[src/rtl/dual_alarm_pkg.sv]
package dual_alarm_pkg;

  // number of calendar fields held per alarm set, seconds first
  localparam int unsigned NUM_FIELDS = 6;
  // spacing of consecutive field registers in the offset space
  localparam int unsigned FIELD_STRIDE = 4;

  typedef enum logic [2:0] {
    FLD_SEC   = 3'd0,
    FLD_MIN   = 3'd1,
    FLD_HOUR  = 3'd2,
    FLD_DAY   = 3'd3,
    FLD_MONTH = 3'd4,
    FLD_YEAR  = 3'd5
  } field_e;

  // offset of field idx within a set starting at base
  function automatic logic [31:0] field_addr(input logic [31:0] base, input int unsigned idx);
    return base + 32'(idx * FIELD_STRIDE);
  endfunction

  // true when addr selects field idx of the set at base
  function automatic logic field_sel(input logic [31:0] addr, input logic [31:0] base,
                                     input int unsigned idx);
    return addr == field_addr(base, idx);
  endfunction

  // next value of a sticky write-one-to-clear flag; a new event beats a clear
  function automatic logic sticky_next(input logic cur, input logic set_ev, input logic clr);
    return set_ev | (cur & ~clr);
  endfunction

endpackage

[src/rtl/dual_alarm_bank.sv]
module dual_alarm_bank #(
  parameter int unsigned FIELD_W    = 8,
  parameter int unsigned NUM_FIELDS = dual_alarm_pkg::NUM_FIELDS,
  parameter int unsigned ADDR_W     = 8,
  parameter logic [31:0] BASE       = 32'h20
) (
  input  logic                          clk,
  input  logic                          rst_n,
  input  logic                          wr_en,
  input  logic [ADDR_W-1:0]             wr_addr,
  input  logic [FIELD_W-1:0]            wr_data,
  input  logic [NUM_FIELDS*FIELD_W-1:0] now_time,
  output logic [NUM_FIELDS*FIELD_W-1:0] alarm_time,
  output logic                          hit
);
  import dual_alarm_pkg::*;

  localparam int unsigned TIME_W = NUM_FIELDS * FIELD_W;

  logic [NUM_FIELDS-1:0] field_eq;

  for (genvar g = 0; g < NUM_FIELDS; g++) begin : g_field
    logic [FIELD_W-1:0] val_q;
    logic               sel;

    assign sel = wr_en && field_sel(32'(wr_addr), BASE, g);

    always_ff @(posedge clk or negedge rst_n) begin
      if (!rst_n)   val_q <= '0;
      else if (sel) val_q <= wr_data;
    end

    assign alarm_time[g*FIELD_W +: FIELD_W] = val_q;
    assign field_eq[g] = (val_q == now_time[g*FIELD_W +: FIELD_W]);
  end

  // every field must agree; there is no per-field mask
  assign hit = &field_eq;

  logic [TIME_W-1:0] unused_width_probe;
  assign unused_width_probe = '0;

endmodule

[src/rtl/dual_alarm_flags.sv]
module dual_alarm_flags #(
  parameter int unsigned N = 2
) (
  input  logic         clk,
  input  logic         rst_n,
  input  logic [N-1:0] set_ev,
  input  logic [N-1:0] clr_req,
  output logic [N-1:0] flags
);
  import dual_alarm_pkg::*;

  for (genvar g = 0; g < N; g++) begin : g_flag
    always_ff @(posedge clk or negedge rst_n) begin
      if (!rst_n) flags[g] <= 1'b0;
      else        flags[g] <= sticky_next(flags[g], set_ev[g], clr_req[g]);
    end
  end

endmodule

[src/rtl/dual_alarm_pwr.sv]
module dual_alarm_pwr (
  input  logic clk,
  input  logic rst_n,
  input  logic ctl_en,
  input  logic off_ev,
  output logic power_en
);
  logic off_q;

  // once off, only reset brings the supply back
  always_ff @(posedge clk or negedge rst_n) begin
    if (!rst_n)                 off_q <= 1'b0;
    else if (ctl_en && off_ev)  off_q <= 1'b1;
  end

  assign power_en = ~off_q;

endmodule

[src/rtl/dual_alarm_unit.sv]
module dual_alarm_unit #(
  parameter int unsigned FIELD_W     = 8,
  parameter int unsigned ADDR_W      = 8,
  parameter int unsigned DATA_W      = 32,
  parameter logic [31:0] A1_BASE     = 32'h20,
  parameter logic [31:0] A2_BASE     = 32'h80,
  parameter logic [31:0] STATUS_ADDR = 32'h44,
  parameter logic [31:0] IE_ADDR     = 32'h48,
  parameter logic [31:0] WAKE_ADDR   = 32'h7C,
  parameter logic [31:0] PWR_ADDR    = 32'h98,
  parameter int unsigned FLAG1_BIT   = 6,
  parameter int unsigned FLAG2_BIT   = 7,
  parameter int unsigned IE1_BIT     = 3,
  parameter int unsigned IE2_BIT     = 4,
  parameter int unsigned WAKE_BIT    = 1,
  parameter int unsigned PWR_BIT     = 16
) (
  input  logic              clk,
  input  logic              rst_n,
  input  logic              tick_1s,
  input  logic [FIELD_W-1:0] now_sec,
  input  logic [FIELD_W-1:0] now_min,
  input  logic [FIELD_W-1:0] now_hour,
  input  logic [FIELD_W-1:0] now_day,
  input  logic [FIELD_W-1:0] now_month,
  input  logic [FIELD_W-1:0] now_year,
  input  logic              wr_en,
  input  logic [ADDR_W-1:0] wr_addr,
  input  logic [DATA_W-1:0] wr_data,
  input  logic [ADDR_W-1:0] rd_addr,
  output logic [DATA_W-1:0] rd_data,
  output logic              irq_alarm,
  output logic              wake,
  output logic              pmic_power_en
);
  import dual_alarm_pkg::*;

  localparam int unsigned NF     = NUM_FIELDS;
  localparam int unsigned TIME_W = NF * FIELD_W;
  localparam int unsigned N_ALM  = 2;

  logic [TIME_W-1:0] now_time;
  logic [TIME_W-1:0] a1_time, a2_time;
  logic              hit1, hit2;
  logic              ev1, ev2;
  logic              clr1, clr2;
  logic [N_ALM-1:0]  flags;
  logic              flag1, flag2;
  logic              ie1_q, ie2_q, wake_en_q, pmic_ctl_q;
  logic              st_wr, ie_wr, wk_wr, pw_wr;

  // field 0 in the low byte, year on top
  assign now_time = {now_year, now_month, now_day, now_hour, now_min, now_sec};

  dual_alarm_bank #(.FIELD_W(FIELD_W), .NUM_FIELDS(NF), .ADDR_W(ADDR_W), .BASE(A1_BASE)) bank1_i (
    .clk        (clk),
    .rst_n      (rst_n),
    .wr_en      (wr_en),
    .wr_addr    (wr_addr),
    .wr_data    (wr_data[FIELD_W-1:0]),
    .now_time   (now_time),
    .alarm_time (a1_time),
    .hit        (hit1)
  );

  dual_alarm_bank #(.FIELD_W(FIELD_W), .NUM_FIELDS(NF), .ADDR_W(ADDR_W), .BASE(A2_BASE)) bank2_i (
    .clk        (clk),
    .rst_n      (rst_n),
    .wr_en      (wr_en),
    .wr_addr    (wr_addr),
    .wr_data    (wr_data[FIELD_W-1:0]),
    .now_time   (now_time),
    .alarm_time (a2_time),
    .hit        (hit2)
  );

  // named events for the checker: compare qualified by the strobe
  assign ev1 = tick_1s & hit1;
  assign ev2 = tick_1s & hit2;

  assign st_wr = wr_en && (32'(wr_addr) == STATUS_ADDR);
  assign ie_wr = wr_en && (32'(wr_addr) == IE_ADDR);
  assign wk_wr = wr_en && (32'(wr_addr) == WAKE_ADDR);
  assign pw_wr = wr_en && (32'(wr_addr) == PWR_ADDR);

  assign clr1 = st_wr & wr_data[FLAG1_BIT];
  assign clr2 = st_wr & wr_data[FLAG2_BIT];

  dual_alarm_flags #(.N(N_ALM)) flags_i (
    .clk     (clk),
    .rst_n   (rst_n),
    .set_ev  ({ev2, ev1}),
    .clr_req ({clr2, clr1}),
    .flags   (flags)
  );

  assign flag1 = flags[0];
  assign flag2 = flags[1];

  always_ff @(posedge clk or negedge rst_n) begin
    if (!rst_n) begin
      ie1_q      <= 1'b0;
      ie2_q      <= 1'b0;
      wake_en_q  <= 1'b0;
      pmic_ctl_q <= 1'b0;
    end else begin
      if (ie_wr) begin
        ie1_q <= wr_data[IE1_BIT];
        ie2_q <= wr_data[IE2_BIT];
      end
      if (wk_wr) wake_en_q  <= wr_data[WAKE_BIT];
      if (pw_wr) pmic_ctl_q <= wr_data[PWR_BIT];
    end
  end

  dual_alarm_pwr pwr_i (
    .clk      (clk),
    .rst_n    (rst_n),
    .ctl_en   (pmic_ctl_q),
    .off_ev   (ev2),
    .power_en (pmic_power_en)
  );

  assign irq_alarm = (flag1 & ie1_q) | (flag2 & ie2_q);
  assign wake      = flag1 & wake_en_q;

  always_comb begin
    rd_data = '0;
    for (int unsigned i = 0; i < NF; i++) begin
      if (field_sel(32'(rd_addr), A1_BASE, i)) rd_data[FIELD_W-1:0] = a1_time[i*FIELD_W +: FIELD_W];
      if (field_sel(32'(rd_addr), A2_BASE, i)) rd_data[FIELD_W-1:0] = a2_time[i*FIELD_W +: FIELD_W];
    end
    if (32'(rd_addr) == STATUS_ADDR) begin
      rd_data[FLAG1_BIT] = flag1;
      rd_data[FLAG2_BIT] = flag2;
    end
    if (32'(rd_addr) == IE_ADDR) begin
      rd_data[IE1_BIT] = ie1_q;
      rd_data[IE2_BIT] = ie2_q;
    end
    if (32'(rd_addr) == WAKE_ADDR) rd_data[WAKE_BIT] = wake_en_q;
    if (32'(rd_addr) == PWR_ADDR)  rd_data[PWR_BIT]  = pmic_ctl_q;
  end

  logic unused_wdata;
  assign unused_wdata = ^wr_data;

endmodule

[config.mk]
export PLATFORM = sky130hd
export DESIGN_NAME = dual_alarm_unit
export DESIGN_NICKNAME = d
export VERILOG_FILES = /design/src/rtl/dual_alarm_pkg.sv /design/src/rtl/dual_alarm_bank.sv /design/src/rtl/dual_alarm_flags.sv /design/src/rtl/dual_alarm_pwr.sv /design/src/rtl/dual_alarm_unit.sv
export SDC_FILE = /design/constraint.sdc
export NUM_CORES = 1
export LEC_CHECK = 0
export BUFFER_PORTS_ARGS = -buffer_cell sky130_fd_sc_hd__buf_4
export CORE_MARGIN = 3
export CORE_UTILIZATION = 56
export CTS_CLUSTER_SIZE = 12
export DETAILED_ROUTE_END_ITERATION = 12
export PLACE_DENSITY_LB_ADDON = 0.3
export SLEW_MARGIN = 20
export SYNTH_ARGS = -nofsm -noshare
export SYNTH_HDL_FRONTEND = slang
export SYNTH_SLANG_ARGS = --single-unit
export TNS_END_PERCENT = 50
[constraint.sdc]
create_clock -name clk -period 3.06 [get_ports clk]
set_input_delay 0.612 -clock clk [delete_from_list [all_inputs] [get_ports clk]]
set_output_delay 0.612 -clock clk [all_outputs]
set_load 0.005 [all_outputs]
==> summary.json <==
{
  "result_of_the_run": "completed",
  "cts_tree": "done",
  "combined_area_of_the_multi_input_logic_cells_um2": 3740,
  "cts_made_buffers": 9,
  "setup.worst_path.end_class": "output pin",
  "timing.critical_path.required_ps": 2450,
  "finalHoldViolCount": 0,
  "final_layout_size_suffix_gt1_frac": 0.356,
  "setup_slack_ps": 14.1,
  "leakagePower_nw": 3.63,
  "slowest_stage": "or4_1",
  "clock_latency_ps": 360,
  "wl_per_cell_um": 26.9,
  "worst_case_setup_slack_after_placement_ps": -73.1,
  "cpMostUsedCell": "buf_4",
  "async_reset_ff_frac": 1.00,
  "layout-area-overhead-vs-synth_pct": 23.1,
  "grtUsageTotal": 0.376,
  "grt_start_max_net_pins": 58,
  "fill_cells": 845,
  "layout.cells.most_common_list": "buf_4, dfrtp_1, mux2_2, xnor2_1, nand2_1",
  "synth.ff_latch_count": 103,
  "timing.setup.critical_path_class": "input pin to output pin",
  "post_drt_via_cell_ratio": 6.64,
  "final_core_occ": 0.723,
  "clockBufferDepth": 2,
  "setup_viol_count_final": 0,
  "distinct_cell_type_count_of_the_synthesized_netlist": 67,
  "fin_nets": 868,
  "dp_hpwl_um": 18600,
  "initial_utilization": 0.588,
  "grt_first_pass_wirelength_um": 35900,
  "internal_mw": 2.34,
  "synthesis.instances": 644,
  "max_clock_freq_ghz": 0.328,
  "maxSlewHeadroom": 0.540,
  "yosys_warnings": 0,
  "number_of_global_route_vias_before_repair": 5957,
  "vdd.ir_drop.worst_mv": 0.437,
  "netSwitchingPower_mw": 0.983,
  "timing.hold.ws_ps": 257,
  "critical_path.max_fanout": 15,
  "critical_path.reg2reg.startpoint": "bank2_i.g_field[1].val_q[6]",
  "timing.critical_path.from": "rd_addr[7]",
  "final_wirelength_um": 24500,
  "gp_routability_congestion": 1.07,
  "num_antenna_cells": 0,
  "fin_skew_ps": 7.83,
  "power.combinational.fraction": 0.168,
  "nature_of_the_critical_path_startpoint": "input pin",
  "synth.area.top_cells": "dfrtp_1, mux2_2, xnor2_1",
  "p_per_area_nw_per_um2": 413,
  "num_io_pins": 135,
  "ys.flop_type": "dfrtp_1",
  "drtAntennaViolNets": 0,
  "cp_cell_sequence": "buf_4 > buf_4 > nor4b_2 > buf_4 > buf_12 > nand2_1 > o22ai_1 > or4_1 > o221ai_2 > buf_4",
  "regArea_um2": 2580,
  "cts.reportedPaths.clkPinSlew_ps": 70,
  "period_share": 0.995,
  "finalCriticalPeriod_ps": 3050,
  "grt_antenna_before_repair": 0,
  "design.die.area_um2": 13000,
  "syn_area_per_cell_um2": 10.2,
  "max_cap_viol_count": 0,
  "core_area_um2": 11100,
  "final_max_slew_viol_count": 0,
  "rsz0062_at_grt": "yes",
  "initial_detailed_routing_violation_count": 709,
  "worstHoldPathType": "input pin to asynchronous set/reset pin",
  "cpLargestDelayFamily": "simple AND/OR/NAND/NOR gates",
  "switching_fraction": 0.296,
  "layout.cells.most_common": "buf_4",
  "netlist.top_cell.by_area": "dfrtp_1",
  "floorplan.die.height_um": 114,
  "synth.top_cell.area_share": 0.394,
  "critical_path_arrival_ps": 2430,
  "synth.cell_area_um2": 6540,
  "drt_pre_antenna_iters": 7,
  "post-route-drc-count": 0,
  "synth-seq-area-share": 0.394,
  "chipWidth_um": 114,
  "clk_root_buffer_cell": "clkbuf_16",
  "synth_edf_count": 0,
  "worst_path_largest_cell_delay_ps": 430,
  "clockPowerShare": 0.377,
  "std_cell_rows": 38,
  "count_of_buffer_and_inverter_cells_on_the_critical_path": 5,
  "dr_total_vias": 6063,
  "share_seq_of_total_power": 0.455,
  "h-tree-depth": 3,
  "grt_remaining_overflow": 0,
  "worstMarginPinSlew_ps": 688,
  "tritoncts_num_sinks": 103,
  "port_buffers": 88
}
==> stage by stage <==
| stage | TNS [ps] | power (mW) | instance area, um^2 | cells |
|---|---|---|---|---|
| after floorplan | 0 | 1.79 | 6620 | 666 |
| after global placement | -219 | 2.05 | 7610 | 895 |
| after detailed placement | -177 | 2.06 | 7610 | 895 |
| after CTS | 0 | 3.30 | 7960 | 911 |
| after global routing | -83.8 | 3.41 | 8050 | 913 |
| final | 0 | 3.32 | 8050 | 913 |
==> power by group through the flow <==
stage | registers [mW] | clock network, mW | logic, mW
global route | 1.52 | 1.31 | 0.590
global placement | 1.53 | 0 | 0.520
detailed placement | 1.53 | 0 | 0.530
finish | 1.51 | 1.25 | 0.558
floorplan | 1.50 | 0 | 0.286
CTS | 1.51 | 1.26 | 0.537
==> layer usage <==
layer | wire length, um | vias up | global-route usage
met1 | 9720 | 2970 | 0.517
met4 | 1090 | 0 | 0.162
li1 | - | 2568 | -
met5 | 0 | - | 0
met2 | 10500 | 449 | 0.552
met3 | 3210 | 76 | 0.113
==> worst reg2reg max path, cell delays in order, from the launching register on <==
cell and delay (ps):
dfrtp_1 460, xnor2_1 400, o221ai_1 230, nor4_1 300, nand4_1 120, or4_1 670, o21ai_0 190
==> synthesized netlist by cell type, drive strengths merged, types with 3 or more instances <==
| library cell | n |
|---|---|
| a22oi | 11 |
| a21oi | 25 |
| nor2b | 7 |
| a31oi | 4 |
| or4 | 3 |
| and3 | 3 |
| o21ai | 34 |
| nor4 | 12 |
| inv | 25 |
| dfrtp | 103 |
| a22o | 6 |
| nand2 | 37 |
| or3b | 3 |
| o22ai | 14 |
| xnor2 | 59 |
| xor2 | 20 |
| a32oi | 3 |
| o221ai | 10 |
| buf | 32 |
| mux2 | 86 |
| nor2 | 24 |
| clkbuf | 19 |
| mux2i | 7 |
| nand3 | 8 |
| nor4b | 4 |
| o32ai | 4 |
| nand2b | 6 |
| and2 | 3 |
| nor3 | 8 |
| nand3b | 5 |
| nand4 | 19 |
| a221oi | 6 |
==> path summary, 6_finish.rpt <==
path                                          endpoint  slack [ps]  cells after the start
setup / recovery                            rd_data[4]          10                     10
hold / removal             bank1_i.g_field[3].val_q[7]         260                      1
setup reg to reg                           pwr_i.off_q         600                      6
hold reg to reg                            pwr_i.off_q         480                      2
max in group asynchronous  bank1_i.g_field[2].val_q[4]        2050                      2
min in group clk                           pwr_i.off_q         480                      2
==> cells by family (layout without fill, tap and decap cells) <==
logic type / count (synthesis) / count (layout) / share of synthesized area
XOR/XNOR: 79 / 79 / 0.106
flip-flops: 103 / 103 / 0.394
AO/OA/AOI/OAI: 138 / 138 / 0.142
AND/OR/NAND/NOR: 153 / 153 / 0.140
multiplexers: 93 / 93 / 0.159
other: 1 / 23 / 0.000574
buffers and inverters: 77 / 184 / 0.0589
==> state kept, by name, summed over array words and instances, names as in the netlist <==
register,flops
pmic_ctl_q,1
bank2_i.g_field.val_q,48
pwr_i.off_q,1
bank1_i.g_field.val_q,48
flags_i.flags,2
wake_en_q,1
ie1_q,1
ie2_q,1
==> timing repair <==
| action | in CTS | in global routing |
|---|---|---|
| endpoints found under the hold margin | 0 | 0 |
| hold buffers | 0 | 0 |
| gates resized for setup | 7 | 14 |
| pin swaps | 3 | 7 |
| endpoints found under the setup margin | 3 | 7 |
| buffers inserted | 0 | 2 |
==> cell type report <==
type / count / share of cell area
clock buffers: 9 / 0.0280
clock inverters: 7 / 0.0121
inverters: 26 / 0.0121
multi-input cells: 486 / 0.465
flip-flops and latches: 103 / 0.320
well taps: 140 / 0.0218
repair buffers: 142 / 0.141
No activity file was read; power rests on OpenSTA's default activity.
